File: config.mk
export PLATFORM = sky130hd
export DESIGN_NAME = clk_pause_ctl
export DESIGN_NICKNAME = d
export VERILOG_FILES = /design/src/rtl/cpc_pkg.sv /design/src/rtl/cpc_sync.sv /design/src/rtl/cpc_phase.sv /design/src/rtl/cpc_outsel.sv /design/src/rtl/clk_pause_ctl.sv
export SDC_FILE = /design/constraint.sdc
export NUM_CORES = 1
export LEC_CHECK = 0
export ABC_AREA = 0
export BUFFER_PORTS_ARGS = -buffer_cell sky130_fd_sc_hd__buf_4
export CORE_AREA = 4 4 41 43
export CTS_CLUSTER_SIZE = 28
export DETAILED_ROUTE_END_ITERATION = 10
export DIE_AREA = 0 0 45 47
export GPL_TIMING_DRIVEN = 0
export PLACE_DENSITY = 0.35
export SYNTH_ARGS = -nofsm -noshare
export SYNTH_HDL_FRONTEND = slang
export SYNTH_SLANG_ARGS = --single-unit
File: constraint.sdc
create_clock -name clk -period 0.8 [get_ports clk]
set_input_delay 0.16 -clock clk [delete_from_list [all_inputs] [get_ports clk]]
set_output_delay 0.16 -clock clk [all_outputs]
set_load 0.03 [all_outputs]
File: src/rtl/cpc_pkg.sv
package cpc_pkg;
  localparam int SEL_W = 3;
  typedef enum logic [SEL_W-1:0] {
    OSEL_CLK   = 3'd0,
    OSEL_GATED = 3'd1,
    OSEL_REF   = 3'd2,
    OSEL_LO    = 3'd3,
    OSEL_HI    = 3'd4
  } osel_e;
endpackage

File: src/rtl/cpc_sync.sv
module cpc_sync #(
  parameter int STAGES = 2
) (
  input  logic clk,
  input  logic rst_n,
  input  logic d_async,
  output logic q_sync
);
  logic [STAGES-1:0] chain;

  always_ff @(posedge clk) begin
    if (!rst_n) chain <= '1;
    else        chain <= {chain[STAGES-2:0], d_async};
  end

  assign q_sync = chain[STAGES-1];
endmodule

File: src/rtl/cpc_phase.sv
module cpc_phase #(
  parameter int REF_DIV = 2
) (
  input  logic clk,
  input  logic rst_n,
  output logic int_ph,
  output logic ref_ph
);
  localparam int CW = (REF_DIV > 1) ? $clog2(REF_DIV) : 1;

  always_ff @(posedge clk) begin
    if (!rst_n) int_ph <= 1'b0;
    else        int_ph <= ~int_ph;
  end


  int_toggle_chk: assert property (@(posedge clk) disable iff (!rst_n)
    rst_n |=> int_ph != $past(int_ph));

  generate
    if (REF_DIV == 1) begin : g_same
      assign ref_ph = int_ph;
    end else begin : g_div
      logic [CW-1:0] cnt;
      logic          ph;
      always_ff @(posedge clk) begin
        if (!rst_n) begin
          cnt <= '0;
          ph  <= 1'b0;
        end else if (cnt == CW'(REF_DIV - 1)) begin
          cnt <= '0;
          ph  <= ~ph;
        end else begin
          cnt <= cnt + 1'b1;
        end
      end
      assign ref_ph = ph;
    end
  endgenerate
endmodule

File: src/rtl/cpc_outsel.sv
module cpc_outsel
  import cpc_pkg::*;
(
  input  logic             int_ph,
  input  logic             ref_ph,
  input  logic             standby,
  input  logic [SEL_W-1:0] sel,
  output logic             pin
);
  always_comb begin
    case (sel)
      OSEL_CLK:   pin = int_ph;
      OSEL_GATED: pin = int_ph | standby;
      OSEL_REF:   pin = ref_ph;
      OSEL_HI:    pin = 1'b1;
      default:    pin = 1'b0;
    endcase
  end
endmodule

File: src/rtl/clk_pause_ctl.sv
module clk_pause_ctl
  import cpc_pkg::*;
#(
  parameter int SYNC_STAGES = 2,
  parameter int REF_DIV     = 2
) (
  input  logic             clk,
  input  logic             rst_n,
  input  logic             pause_n,
  input  logic             nock,
  input  logic             standby,
  input  logic [SEL_W-1:0] osel,
  output logic             core_en,
  output logic             clk_out
);
  logic pause_s;
  logic int_ph;
  logic ref_ph;

  cpc_sync #(.STAGES(SYNC_STAGES)) u_sync (
    .clk(clk), .rst_n(rst_n), .d_async(pause_n), .q_sync(pause_s)
  );

  cpc_phase #(.REF_DIV(REF_DIV)) u_phase (
    .clk(clk), .rst_n(rst_n), .int_ph(int_ph), .ref_ph(ref_ph)
  );

  cpc_outsel u_sel (
    .int_ph(int_ph), .ref_ph(ref_ph), .standby(standby), .sel(osel), .pin(clk_out)
  );

  always_ff @(posedge clk) begin
    if (!rst_n) core_en <= 1'b1;
    else        core_en <= pause_s & ~nock;
  end


  pause_halts_chk: assert property (@(posedge clk) disable iff (!rst_n)
    !pause_s |=> !core_en);


  nock_halts_chk: assert property (@(posedge clk) disable iff (!rst_n)
    nock |=> !core_en);


  resume_chk: assert property (@(posedge clk) disable iff (!rst_n)
    (pause_s && !nock) |=> core_en);


  standby_high_chk: assert property (@(posedge clk) disable iff (!rst_n)
    (standby && osel == OSEL_GATED) |-> clk_out);


  const_low_chk: assert property (@(posedge clk) disable iff (!rst_n)
    (osel == OSEL_LO || osel > OSEL_HI) |-> !clk_out);
endmodule

=== Word-level counts from Yosys, hierarchy flattened ===
Index checks and enable logic that the tools add are counted.

* Flip-flop bits (word level): 6
* Input bits: 8

* Multiplexer cells: 1
* Bitwise gates (word level): 6
* Equal/unequal tests: 3
* Add/subtract/negate cells: 1
* Reductions and logical operators: 2

{| class="wikitable"
|+ Operators by type and width
! operator !! count
|-
| $not A1 Y1 || 4
|-
| $pmux W1 S4 || 1
|-
| $eq A3 B1 Y1 const B || 1
|-
| $eq A3 B2 Y1 const B || 1
|-
| $eq A3 B3 Y1 const B || 1
|-
| $logic_not A3 Y1 || 1
|-
| $reduce_or A2 Y1 || 1
|-
| $add A1 B1 Y1 const B || 1
|-
| $and A1 B1 Y1 || 1
|-
| $or A1 B1 Y1 || 1
|}

=== Logic depth before layout (Yosys ltp) ===
Gate-level depths: netlist of run 1.

* Depth after elaboration: 2
* Gate-level depth with buffers: 2
* Depth with buffers taken out: 2

=== By module ===
From an unflattened synthesis of run 1, not the netlist that was laid out.

* Cell total of the unflattened synthesis: 19
* Area total of the unflattened synthesis: 215.2 µm²

{| class="wikitable"
|+ By module, submodules not included
! module !! cells an instance !! times used !! area each (µm²)
|-
| cpc_phase || 7 || 1 || 90.1
|-
| cpc_sync || 4 || 1 || 52.6
|-
| cpc_outsel || 5 || 1 || 40.0
|-
| clk_pause_ctl || 3 || 1 || 32.5
|}

=== Least setup slack after synthesis of run 1 ===
No wires, ideal clock.

* Path kind: flip-flop to output port
* Start point: register u_phase.int_ph
* End point: output port clk_out
* Cell stages (with the launch flop): 3
* Path slack: -500 ps
* Arrival time: 1140 ps
* Path buffers: 0
* Cells stage by stage: dfxtp_1 > a21oi_1 > o311ai_1

* Longest elaborated chain between the ends: 2

{| class="wikitable"
|+ Ends and longest elaborated chain
! item !! line !! source
|-
| from (decl) || cpc_phase.sv:6 || <nowiki>output logic int_ph,</nowiki>
|-
| from (signal assigned) || cpc_phase.sv:13 || <nowiki>else int_ph <= ~int_ph;</nowiki>
|-
| $or A1 B1 Y1 || cpc_outsel.sv:13 || <nowiki>OSEL_GATED: pin = int_ph | standby;</nowiki>
|-
| $pmux W1 S4 (*) || cpc_outsel.sv:11 || <nowiki>case (sel)</nowiki>
|-
| to (decl) || clk_pause_ctl.sv:14 || <nowiki>output logic clk_out</nowiki>
|}

Mark *: on every way between the ends. The rest lies on a longest branch, timed or not.

=== Worst setup path in the final report of run 1 ===
* Start point: register u_phase.g_div.ph (netlist: u_phase.ref_ph)
* End point: output port clk_out

* Longest elaborated chain between the ends: 1

{| class="wikitable"
|+ Ends and longest elaborated chain
! item !! line !! source
|-
| from (decl) || cpc_phase.sv:25 || <nowiki>logic ph;</nowiki>
|-
| from (signal assigned) || cpc_phase.sv:32 || <nowiki>ph <= ~ph;</nowiki>
|-
| $pmux W1 S4 || cpc_outsel.sv:11 ||
|}

No other way between the ends.

==> results of run 1 <==
## how the worst max path moves through the flow
| stage | from | end | slack (ns) | cells past startpoint |
|---|---|---|---|---|
| after CTS | u_phase.int_ph | clk_out | -0.36 | 3 |
| after global routing | u_phase.ref_ph | clk_out | -0.41 | 3 |
| after global placement | osel[1] | clk_out | -0.33 | 4 |
| after detailed placement | osel[1] | clk_out | -0.33 | 4 |
| final | u_phase.ref_ph | clk_out | -0.36 | 3 |
| after floorplan | u_phase.int_ph | clk_out | -0.11 | 2 |
## flip-flops by register name, indices dropped and copies added (netlist names)
register and flops:
u_phase.g_div.cnt 1, u_sync.chain 2, core_en 1, u_phase.ref_ph 1
u_phase.int_ph 1
## timing repair
item | in CTS | in global routing
buffers inserted | 1 | 0
pin swaps | 2 | 0
setup endpoints to repair | 2 | 2
gates resized for setup | 6 | 0
## through the flow
| stage | power (uW) | cells | TNS, ns | util, % |
|---|---|---|---|---|
| final | 713 | 46 | -0.396 | 27.0 |
| after global routing | 773 | 46 | -0.473 | 27.0 |
| after CTS | 731 | 46 | -0.399 | 27.0 |
| after floorplan | 385 | 18 | -0.109 | - |
| after detailed placement | 437 | 42 | -0.331 | 23.6 |
| after global placement | 433 | 42 | -0.326 | 23.6 |
## placed cells by master (no fill, tap or decap), drive strengths merged
master,n
clkbuf,3
o21ai,1
o311ai,1
a21oi,1
or3b,1
inv,1
nor2b,2
xor2,1
and2,1
nand2b,2
nand4bb,1
dfxtp,6
buf,10
## power by group
group	total (uW)	internal, uW	switching [uW]	leakage (uW)
logic	112	65.7	46.3	0.0000952
registers	335	324	10.9	0.0000503
clock network	267	169	97.6	0.0000138
## metal layers
layer / up-vias / global-route usage (%) / part of all wire [%]
met4: 0 / 0 / 0
li1: 88 / - / -
met3: 0 / 6.13 / 11
met1: 79 / 4.57 / 42
met5: - / 0 / 0
met2: 8 / 9.04 / 47
## kinds of logic (layout without fill, tap and decap cells)
kind of cell	count (synthesis)	after routing	synth area share [%]
DFF	6	6	59.3
AOI/OAI and AO/OA	3	3	9.26
buffers and inverters	1	14	1.85
and+or+nand+nor	7	7	25.3
xor gates and xnor gates	1	1	4.32
## final cells by class
class	instances	area [um^2]
Multi-Input combinational cell	11	100
Tap cell	15	18.8
Sequential cell	6	124
Fill cell	147	950
Timing Repair Buffer	10	82.6
Clock buffer	3	22.5
Inverter	1	3.75
==> flow_metrics.env, run 1 <==
export IMPL_finalHoldViolCount=0
export IMPL_path_delay_family="flip-flops"
export IMPL_yosysMostFrequentCell="dfxtp_1"
export IMPL_synth_edf_count=0
export IMPL_cts_buffers_inserted=3
export IMPL_status="complete, but fails checks"
export IMPL_avgViaCountPerCell=3.80
export IMPL_rrSetupSlack_ns=0.08
export IMPL_worstMarginPinSlew_ns=0.218
export IMPL_grt_pass1_vias=202
export IMPL_dieArea_um2=2120
export IMPL_slowest_stage="dfxtp_2"
export IMPL_setup_violations=2
export IMPL_overflow=0
export IMPL_required_ns=0.64
export IMPL_ys_seq_elements=6
export IMPL_syn_nets=26
export IMPL_grt_max_degree=7
export IMPL_start_util_pct=15.6
export IMPL_layout_setup_ws_ns=-0.364
export IMPL_hold_buffers=0
export IMPL_ys_flop_type="dfxtp_1"
export IMPL_cap_violations=0
export IMPL_ioPinCount=10
export IMPL_routabilityCongestion=0.679
export IMPL_path_class="flop to output pin"
export IMPL_seq_area_frac_synth_pct=59.3
export IMPL_rsz0062_at_grt="true"
export IMPL_avgSynthCellArea_um2=11.3
export IMPL_fin_crit_ns=1.16
export IMPL_syn_inst=18
export IMPL_core_area_um2=1300
export IMPL_maxSlewViolCount=0
export IMPL_drt_iter0_drc=5
export IMPL_dpl_cell_area_um2=307
export IMPL_reg2reg_depth=2
export IMPL_drc=0
export IMPL_crit_path_end_kind="output pin"
export IMPL_ys_types=11
export IMPL_cts_tree="built"
export IMPL_maxSlewHeadroom_pct=85.4
export IMPL_vdd_drop_max_mv=1.11
export IMPL_antenna_found_initial=0
export IMPL_die_w_um=45
export IMPL_clockBufferDepth=2
export IMPL_cts_max_level=1
export IMPL_cp_slowest_stage_delay_ns=0.33
export IMPL_drt_pass1_iter_count=2
export IMPL_synth_top_area_share_pct=59.3
export IMPL_wl_per_cell_um=9.11
export IMPL_violations="negative setup slack"
export IMPL_clk_pin_slew_worst_paths_ns=0.04
export IMPL_grt_first_pass_wirelength_um=772
export IMPL_crit_path_max_fanout=2
export IMPL_start_kind="flop"
export IMPL_syn_area_um2=203
export IMPL_synthTopCellsByArea="dfxtp_1 59%, nand2b_1 6.2%, nor2b_1 6.2%"
export IMPL_die_h_um=47
export IMPL_area_growth_pct=73.5
export IMPL_crit_path_cell_trace="nand4bb_1 > o311ai_4 > buf_6"
export IMPL_synth_area_leader_cell="dfxtp_1"
export IMPL_stdcell_area_um2=352
export IMPL_hp_class="input port to flop"
export IMPL_yosysWarnings=0
export IMPL_portBuffers=9
export IMPL_pre_cts_slack_ns=-0.331
export IMPL_ant_nets=0
export IMPL_min_from="nock"
export IMPL_fin_skew_ns=0.00319
export IMPL_p_leak_uw=0.000159
export IMPL_synth_common_cells="6 x dfxtp_1, 2 x nand2b_1, 2 x nor2b_1"
export IMPL_synthArstFlopShare_pct=0
export IMPL_regToRegStartpoint="u_phase.ref_ph"
export IMPL_vias=175
export IMPL_holdPathEnd="core_en"
export IMPL_root_buffer="clkbuf_4"
export IMPL_clk_latency_ns=0.24
export IMPL_arrival_ns=1.00
export IMPL_drive_gt1_share_pct=58.1
export IMPL_diodes=0
export IMPL_cts_sinks=6
export IMPL_grtUsageTotal_pct=5.38
export IMPL_fin_hold_ws_ns=0.0968
export IMPL_num_nets_final=41
export IMPL_fmax_ghz=0.859
export IMPL_wl_um=419
export IMPL_hold_path_depth=2
export IMPL_p_per_area_nw_per_um2=2030
export IMPL_fin_crit_sh_pct=145
export IMPL_crit_buf_inv=1
export IMPL_rows=13
export IMPL_r2r_end="u_phase.ref_ph"
Power figures use the tool's default switching activity.
==> run 2, diff against run 1 <==
--- a/config.mk
+++ b/config.mk
@@ -5,14 +5,14 @@
 export SDC_FILE = /design/constraint.sdc
 export NUM_CORES = 1
 export LEC_CHECK = 0
-export ABC_AREA = 0
+export ABC_AREA = 1
 export BUFFER_PORTS_ARGS = -buffer_cell sky130_fd_sc_hd__buf_4
 export CORE_AREA = 4 4 41 43
 export CTS_CLUSTER_SIZE = 28
 export DETAILED_ROUTE_END_ITERATION = 10
 export DIE_AREA = 0 0 45 47
 export GPL_TIMING_DRIVEN = 0
-export PLACE_DENSITY = 0.35
+export PLACE_DENSITY = 0.36
 export SYNTH_ARGS = -nofsm -noshare
 export SYNTH_HDL_FRONTEND = slang
 export SYNTH_SLANG_ARGS = --single-unit
==> flow_metrics.env, run 2 <==
export IMPL_status="complete, but fails checks"
export IMPL_violations="negative setup slack"
export IMPL_clockBufferDepth=2
export IMPL_core_area_um2=1300
export IMPL_rsz0062_at_grt="true"
export IMPL_crit_path_end_kind="output pin"
export IMPL_cts_sinks=6
export IMPL_synth_area_leader_cell="dfxtp_1"
export IMPL_portBuffers=9
export IMPL_ys_flop_type="dfxtp_1"
export IMPL_clk_pin_slew_worst_paths_ns=0.04
export IMPL_grt_max_degree=6
export IMPL_start_kind="flop"
export IMPL_crit_path_max_fanout=2
export IMPL_synthTopCellsByArea="dfxtp_1 57%, nand2_1 13%, nor2_1 8.9%"
export IMPL_p_per_area_nw_per_um2=2060
export IMPL_synth_mux_area_share_pct=0
export IMPL_drt_pass1_iter_count=1
export IMPL_yosysMostFrequentCell="nand2_1"
export IMPL_layout_setup_ws_ns=-0.312
export IMPL_die_h_um=47
export IMPL_totalPowerFinal_uw=726
export IMPL_synthArstFlopShare_pct=0
export IMPL_antenna_found_initial=0
export IMPL_cts_buffers_inserted=3
export IMPL_drt_iter0_drc=0
export IMPL_p_leak_uw=0.000177
export IMPL_wl_per_cell_um=7.38
export IMPL_vias=202
export IMPL_grtUsageTotal_pct=4.43
export IMPL_multi_input_area_um2=86.3
export IMPL_fin_cells=55
export IMPL_fin_crit_ns=1.11
export IMPL_fmax_ghz=0.899
export IMPL_finalHoldViolCount=0
export IMPL_maxSlewViolCount=0
export IMPL_setup_violations=2
export IMPL_hpwl_um=345
export IMPL_final_cell_mix="8 x buf_4, 5 x nand2_1"
export IMPL_final_common_cell="buf_4"
export IMPL_drc=0
export IMPL_rows=13
export IMPL_synth_common_cells="7 x nand2_1, 6 x dfxtp_1, 5 x nor2_1, 3 x inv_1"
export IMPL_fillers=153
export IMPL_largest_reg_flops=2
export IMPL_synth_top_family_by_area="simple AND/OR/NAND/NOR gates"
export IMPL_cp_slowest_stage_delay_ns=0.32
export IMPL_post_route_util_pct=27.1
export IMPL_ys_seq_elements=6
export IMPL_num_nets_final=50
export IMPL_overflow=0
export IMPL_ys_types=8
export IMPL_syn_nets=35
export IMPL_synth_edf_count=0
export IMPL_cap_violations=0
export IMPL_routabilityCongestion=0.719
export IMPL_diodes=0
export IMPL_syn_inst=27
export IMPL_vdd_drop_max_mv=0.609
export IMPL_required_ns=0.64
export IMPL_start_util_pct=16.2
export IMPL_hp_class="input port to flop"
export IMPL_avgSynthCellArea_um2=7.79
export IMPL_die_w_um=45
export IMPL_synthAdderAreaFrac_pct=0
export IMPL_syn_area_um2=210
export IMPL_arrival_ns=0.95
export IMPL_synthSimpleGateAreaFrac_pct=27.4
export IMPL_drive_gt1_share_pct=57.5
export IMPL_cts_tree="built"
export IMPL_grt_pass1_vias=165
export IMPL_worstMarginPinSlew_ns=0.126
export IMPL_dieArea_um2=2120
export IMPL_synth_xor_xnor_area_share_pct=4.17
export IMPL_cts_max_level=1
export IMPL_yosysWarnings=0
export IMPL_grt_first_pass_wirelength_um=586
export IMPL_synth_top_area_share_pct=57.1
export IMPL_path_delay_family="flip-flops"
export IMPL_regMostFlops="u_sync.chain"
export IMPL_maxSlewHeadroom_pct=91.5
export IMPL_dp_cells=51
export IMPL_ff_latch_area_um2=124
export IMPL_synth_compound_area_share_pct=2.38
export IMPL_clk_latency_ns=0.24
export IMPL_ioPinCount=10
export IMPL_ant_nets=0
export IMPL_wl_um=406
export IMPL_crit_path_cell_trace="nand2_1 > nand2_1 > nand2_2 > nor2_4 > buf_6"
export IMPL_root_buffer="clkbuf_4"
export IMPL_fin_skew_ns=0.000111
export IMPL_path_class="flop to output pin"
export IMPL_seq_area_frac_synth_pct=57.1
export IMPL_hold_buffers=0
export IMPL_crit_buf_inv=1
export IMPL_area_growth_pct=67.9
export IMPL_rrSetupSlack_ns=0.06
export IMPL_avgViaCountPerCell=3.67
export IMPL_crit_top_cell="nand2_1"
export IMPL_fin_crit_sh_pct=139
export IMPL_slowest_stage="dfxtp_2"
run 2: where the power goes:
group | switching [uW] | internal, uW | total, uW
Sequential | 9.47 | 324 | 333
Combinational | 54.9 | 66.3 | 121
Clock | 102 | 169 | 271
run 2: cell families (layout without fill, tap and decap cells):
kind of cell,count (synthesis),after routing
flops,6,6
xor+xnor,1,1
simple gates,14,14
compound gates,1,1
buf+inv,5,18
run 2: worst register-to-register path: stages (launching register included):
cell	delay, ns
dfxtp_2	0.31
buf_4	0.12
xnor2_1	0.14
nor2_1	0.05
run 2: area by class of cell:
type | count | area share (%)
well taps | 15 | 5.32
clock buffers | 3 | 6.38
flip-flops and latches | 6 | 35.1
inverters | 5 | 5.32
repair buffers | 10 | 23.4
multi-input cells | 16 | 24.5
run 2: metrics by stage:
stage	TNS, ns	instance area, um^2	hold WS, ns	setup slack, ns
2_1_floorplan	-0.0293	221	0.236	-0.0293
3_3_place_gp	-0.104	308	0.347	-0.104
3_5_place_dp	-0.135	308	0.347	-0.135
4_1_cts	-0.385	349	0.0902	-0.332
5_1_grt	-0.410	353	0.0962	-0.353
6_report	-0.347	353	0.0988	-0.312
run 2: layer usage:
metal,routed length (um),part of all wire [%],up-vias,global-route usage [%]
li1,-,-,104,-
met1,149,37,87,3.20
met2,183,45,9,6.78
met3,57,14,2,2.30
met4,16,3.9,0,7.02
met5,0,0,-,0
run 2: worst paths after layout:
kind	startpoint	end	cells past startpoint
max	u_phase.ref_ph	clk_out	5
min	pause_n	u_sync.chain[0]	2
max reg2reg	u_phase.ref_ph	u_phase.ref_ph	3
min reg2reg	u_phase.int_ph	u_phase.int_ph	1
run 2: timing repair:
action	4_1_cts	5_1_grt
gates resized for setup	4	3
endpoints found under the setup margin	2	2
setup buffers	1	0
pin swaps	3	6
gates cloned	0	0
==> run 3, diff against run 2 <==
--- a/config.mk
+++ b/config.mk
@@ -12,7 +12,7 @@
 export DETAILED_ROUTE_END_ITERATION = 10
 export DIE_AREA = 0 0 45 47
 export GPL_TIMING_DRIVEN = 0
-export PLACE_DENSITY = 0.36
+export PLACE_DENSITY = 0.35
 export SYNTH_ARGS = -nofsm -noshare
 export SYNTH_HDL_FRONTEND = slang
 export SYNTH_SLANG_ARGS = --single-unit
==> constraint.sdc (replaced) <==
create_clock -name clk -period 1.35 [get_ports clk]
set_input_delay 0.27 -clock clk [delete_from_list [all_inputs] [get_ports clk]]
set_output_delay 0.27 -clock clk [all_outputs]
set_load 0.03 [all_outputs]
==> flow_metrics.env, run 3 (synthesis results as in run 2) <==
export IMPL_status="finished, final reports clean"
export IMPL_die_h_um=47
export IMPL_finalHoldViolCount=0
export IMPL_final_cell_mix="9 x buf_4, 7 x nand2_1, 5 x dfxtp_1"
export IMPL_worstMarginPinSlew_ns=0.127
export IMPL_required_ns=1.08
export IMPL_rows=13
export IMPL_drt_iter0_drc=2
export IMPL_cts_tree="built"
export IMPL_clkPwrFrac_pct=36.9
export IMPL_fin_skew_ns=0.00332
export IMPL_root_buffer="clkbuf_4"
export IMPL_overflow=0
export IMPL_clk_pin_slew_worst_paths_ns=0.04
export IMPL_drc=0
export IMPL_net_switching_power_uw=88.4
export IMPL_die_w_um=45
export IMPL_setup_tns_ns=0
export IMPL_vias=194
export IMPL_arrival_ns=0.97
export IMPL_clk_latency_ns=0.23
export IMPL_fin_crit_ns=1.24
export IMPL_switching_share_pct=21.3
export IMPL_grt_pass1_vias=187
export IMPL_crit_path_end_kind="output pin"
export IMPL_layout_setup_ws_ns=0.106
export IMPL_final_common_cell="buf_4"
export IMPL_pre_cts_slack_ns=0.224
export IMPL_p_leak_uw=0.000174
export IMPL_start_kind="flop"
export IMPL_routabilityCongestion=0.724
export IMPL_wl_um=418
export IMPL_grt_max_degree=6
export IMPL_stdcell_area_um2=334
export IMPL_regMostFlops="u_sync.chain"
export IMPL_power_frac_comb_pct=15.8
export IMPL_num_nets_final=50
export IMPL_clockBufferDepth=2
export IMPL_ioPinCount=10
export IMPL_p_seq_share_pct=47.3
export IMPL_cts_sinks=6
export IMPL_post_route_util_pct=25.7
export IMPL_rsz0062_at_grt="false"
export IMPL_dpl_cell_area_um2=297
export IMPL_maxSlewHeadroom_pct=91.5
export IMPL_vdd_drop_max_mv=0.526
export IMPL_portBuffers=9
export IMPL_start_util_pct=16.2
export IMPL_setup_violations=0
export IMPL_cap_violations=0
export IMPL_path_class="flop to output pin"
export IMPL_cts_max_level=1
export IMPL_area_growth_pct=58.9
export IMPL_grtUsageTotal_pct=5.61
export IMPL_fillers=158
export IMPL_fin_crit_sh_pct=92.1
export IMPL_drt_pass1_iter_count=2
export IMPL_fmax_ghz=0.804
export IMPL_p_int_uw=327
export IMPL_ant_nets=0
export IMPL_maxSlewViolCount=0
export IMPL_p_per_area_nw_per_um2=1240
export IMPL_grt_first_pass_wirelength_um=738
export IMPL_antenna_found_initial=0
export IMPL_dieArea_um2=2120
export IMPL_avgViaCountPerCell=3.53
export IMPL_diodes=0
export IMPL_largest_reg_flops=2
export IMPL_hpwl_um=327
export IMPL_hp_class="input port to flop"
export IMPL_wl_per_cell_um=7.60
export IMPL_crit_path_max_fanout=2
export IMPL_core_area_um2=1300
export IMPL_cts_buffers_inserted=3
export IMPL_drive_gt1_share_pct=42.5
==> run 3: changes by cell type in the layout (fill, tap and decap cells not counted) <==
cell and change:
dfxtp_1 +2, dfxtp_2 -2, nand2_1 +2, nand2_2 -2, buf_4 +1, buf_6 -1
inv_1 +1, inv_2 -1, nor2_1 +1, nor2_4 -1
==> run 3: layer usage <==
metal	vias up	wire, um	global-route usage, %
li1	106	-	-
met1	79	173	5.01
met2	9	184	7.63
met3	0	60	6.13
met4	0	0	3.51
met5	-	0	0
==> run 3: area by class of cell <==
class	count	area (um^2)	area share, %
clock buffer	3	22.5	6.74
inverter	5	18.8	5.62
multi-input combinational	16	73.8	22.1
sequential	6	121	36.3
tap	15	18.8	5.62
timing repair buffer	10	78.8	23.6
==> run 3: what timing repair did <==
action	CTS	global route
hold buffers	0	0
setup endpoints to repair	0	1
setup buffers	0	1
gates resized for setup	0	3
endpoints found under the hold margin	0	0
==> run 3: power groups by stage <==
stage	Combinational [uW]	Sequential (uW)	Clock (uW)
global route	72.9	197	186
global placement	55.0	199	0
floorplan	26.4	202	0
detailed placement	57.1	199	0
CTS	57.4	196	164
finish	65.6	196	153
==> run 3: worst paths after layout <==
kind / start / end / slack (ns) / cells after the start
min reg2reg: u_sync.chain[0] / u_sync.chain[1] / 0.40 / 1
max: u_phase.ref_ph / clk_out / 0.11 / 5
min: pause_n / u_sync.chain[0] / 0.22 / 2
max reg2reg: u_phase.ref_ph / u_phase.ref_ph / 0.61 / 3
==> run 3: critical path, cell delays in order (launching register included) <==
cell     delay (ns)
dfxtp_2        0.32
nand2_1        0.05
nand2_1        0.05
nand2_1        0.07
nor2_2         0.12
buf_6          0.13
==> run 3: through the flow <==
step | total power (uW) | cells | hold WS [ns]
4_1_cts | 417 | 54 | 0.210
3_5_place_dp | 256 | 51 | 0.392
5_1_grt | 456 | 55 | 0.199
3_3_place_gp | 254 | 51 | 0.389
2_1_floorplan | 228 | 27 | 0.346
6_report | 415 | 55 | 0.218
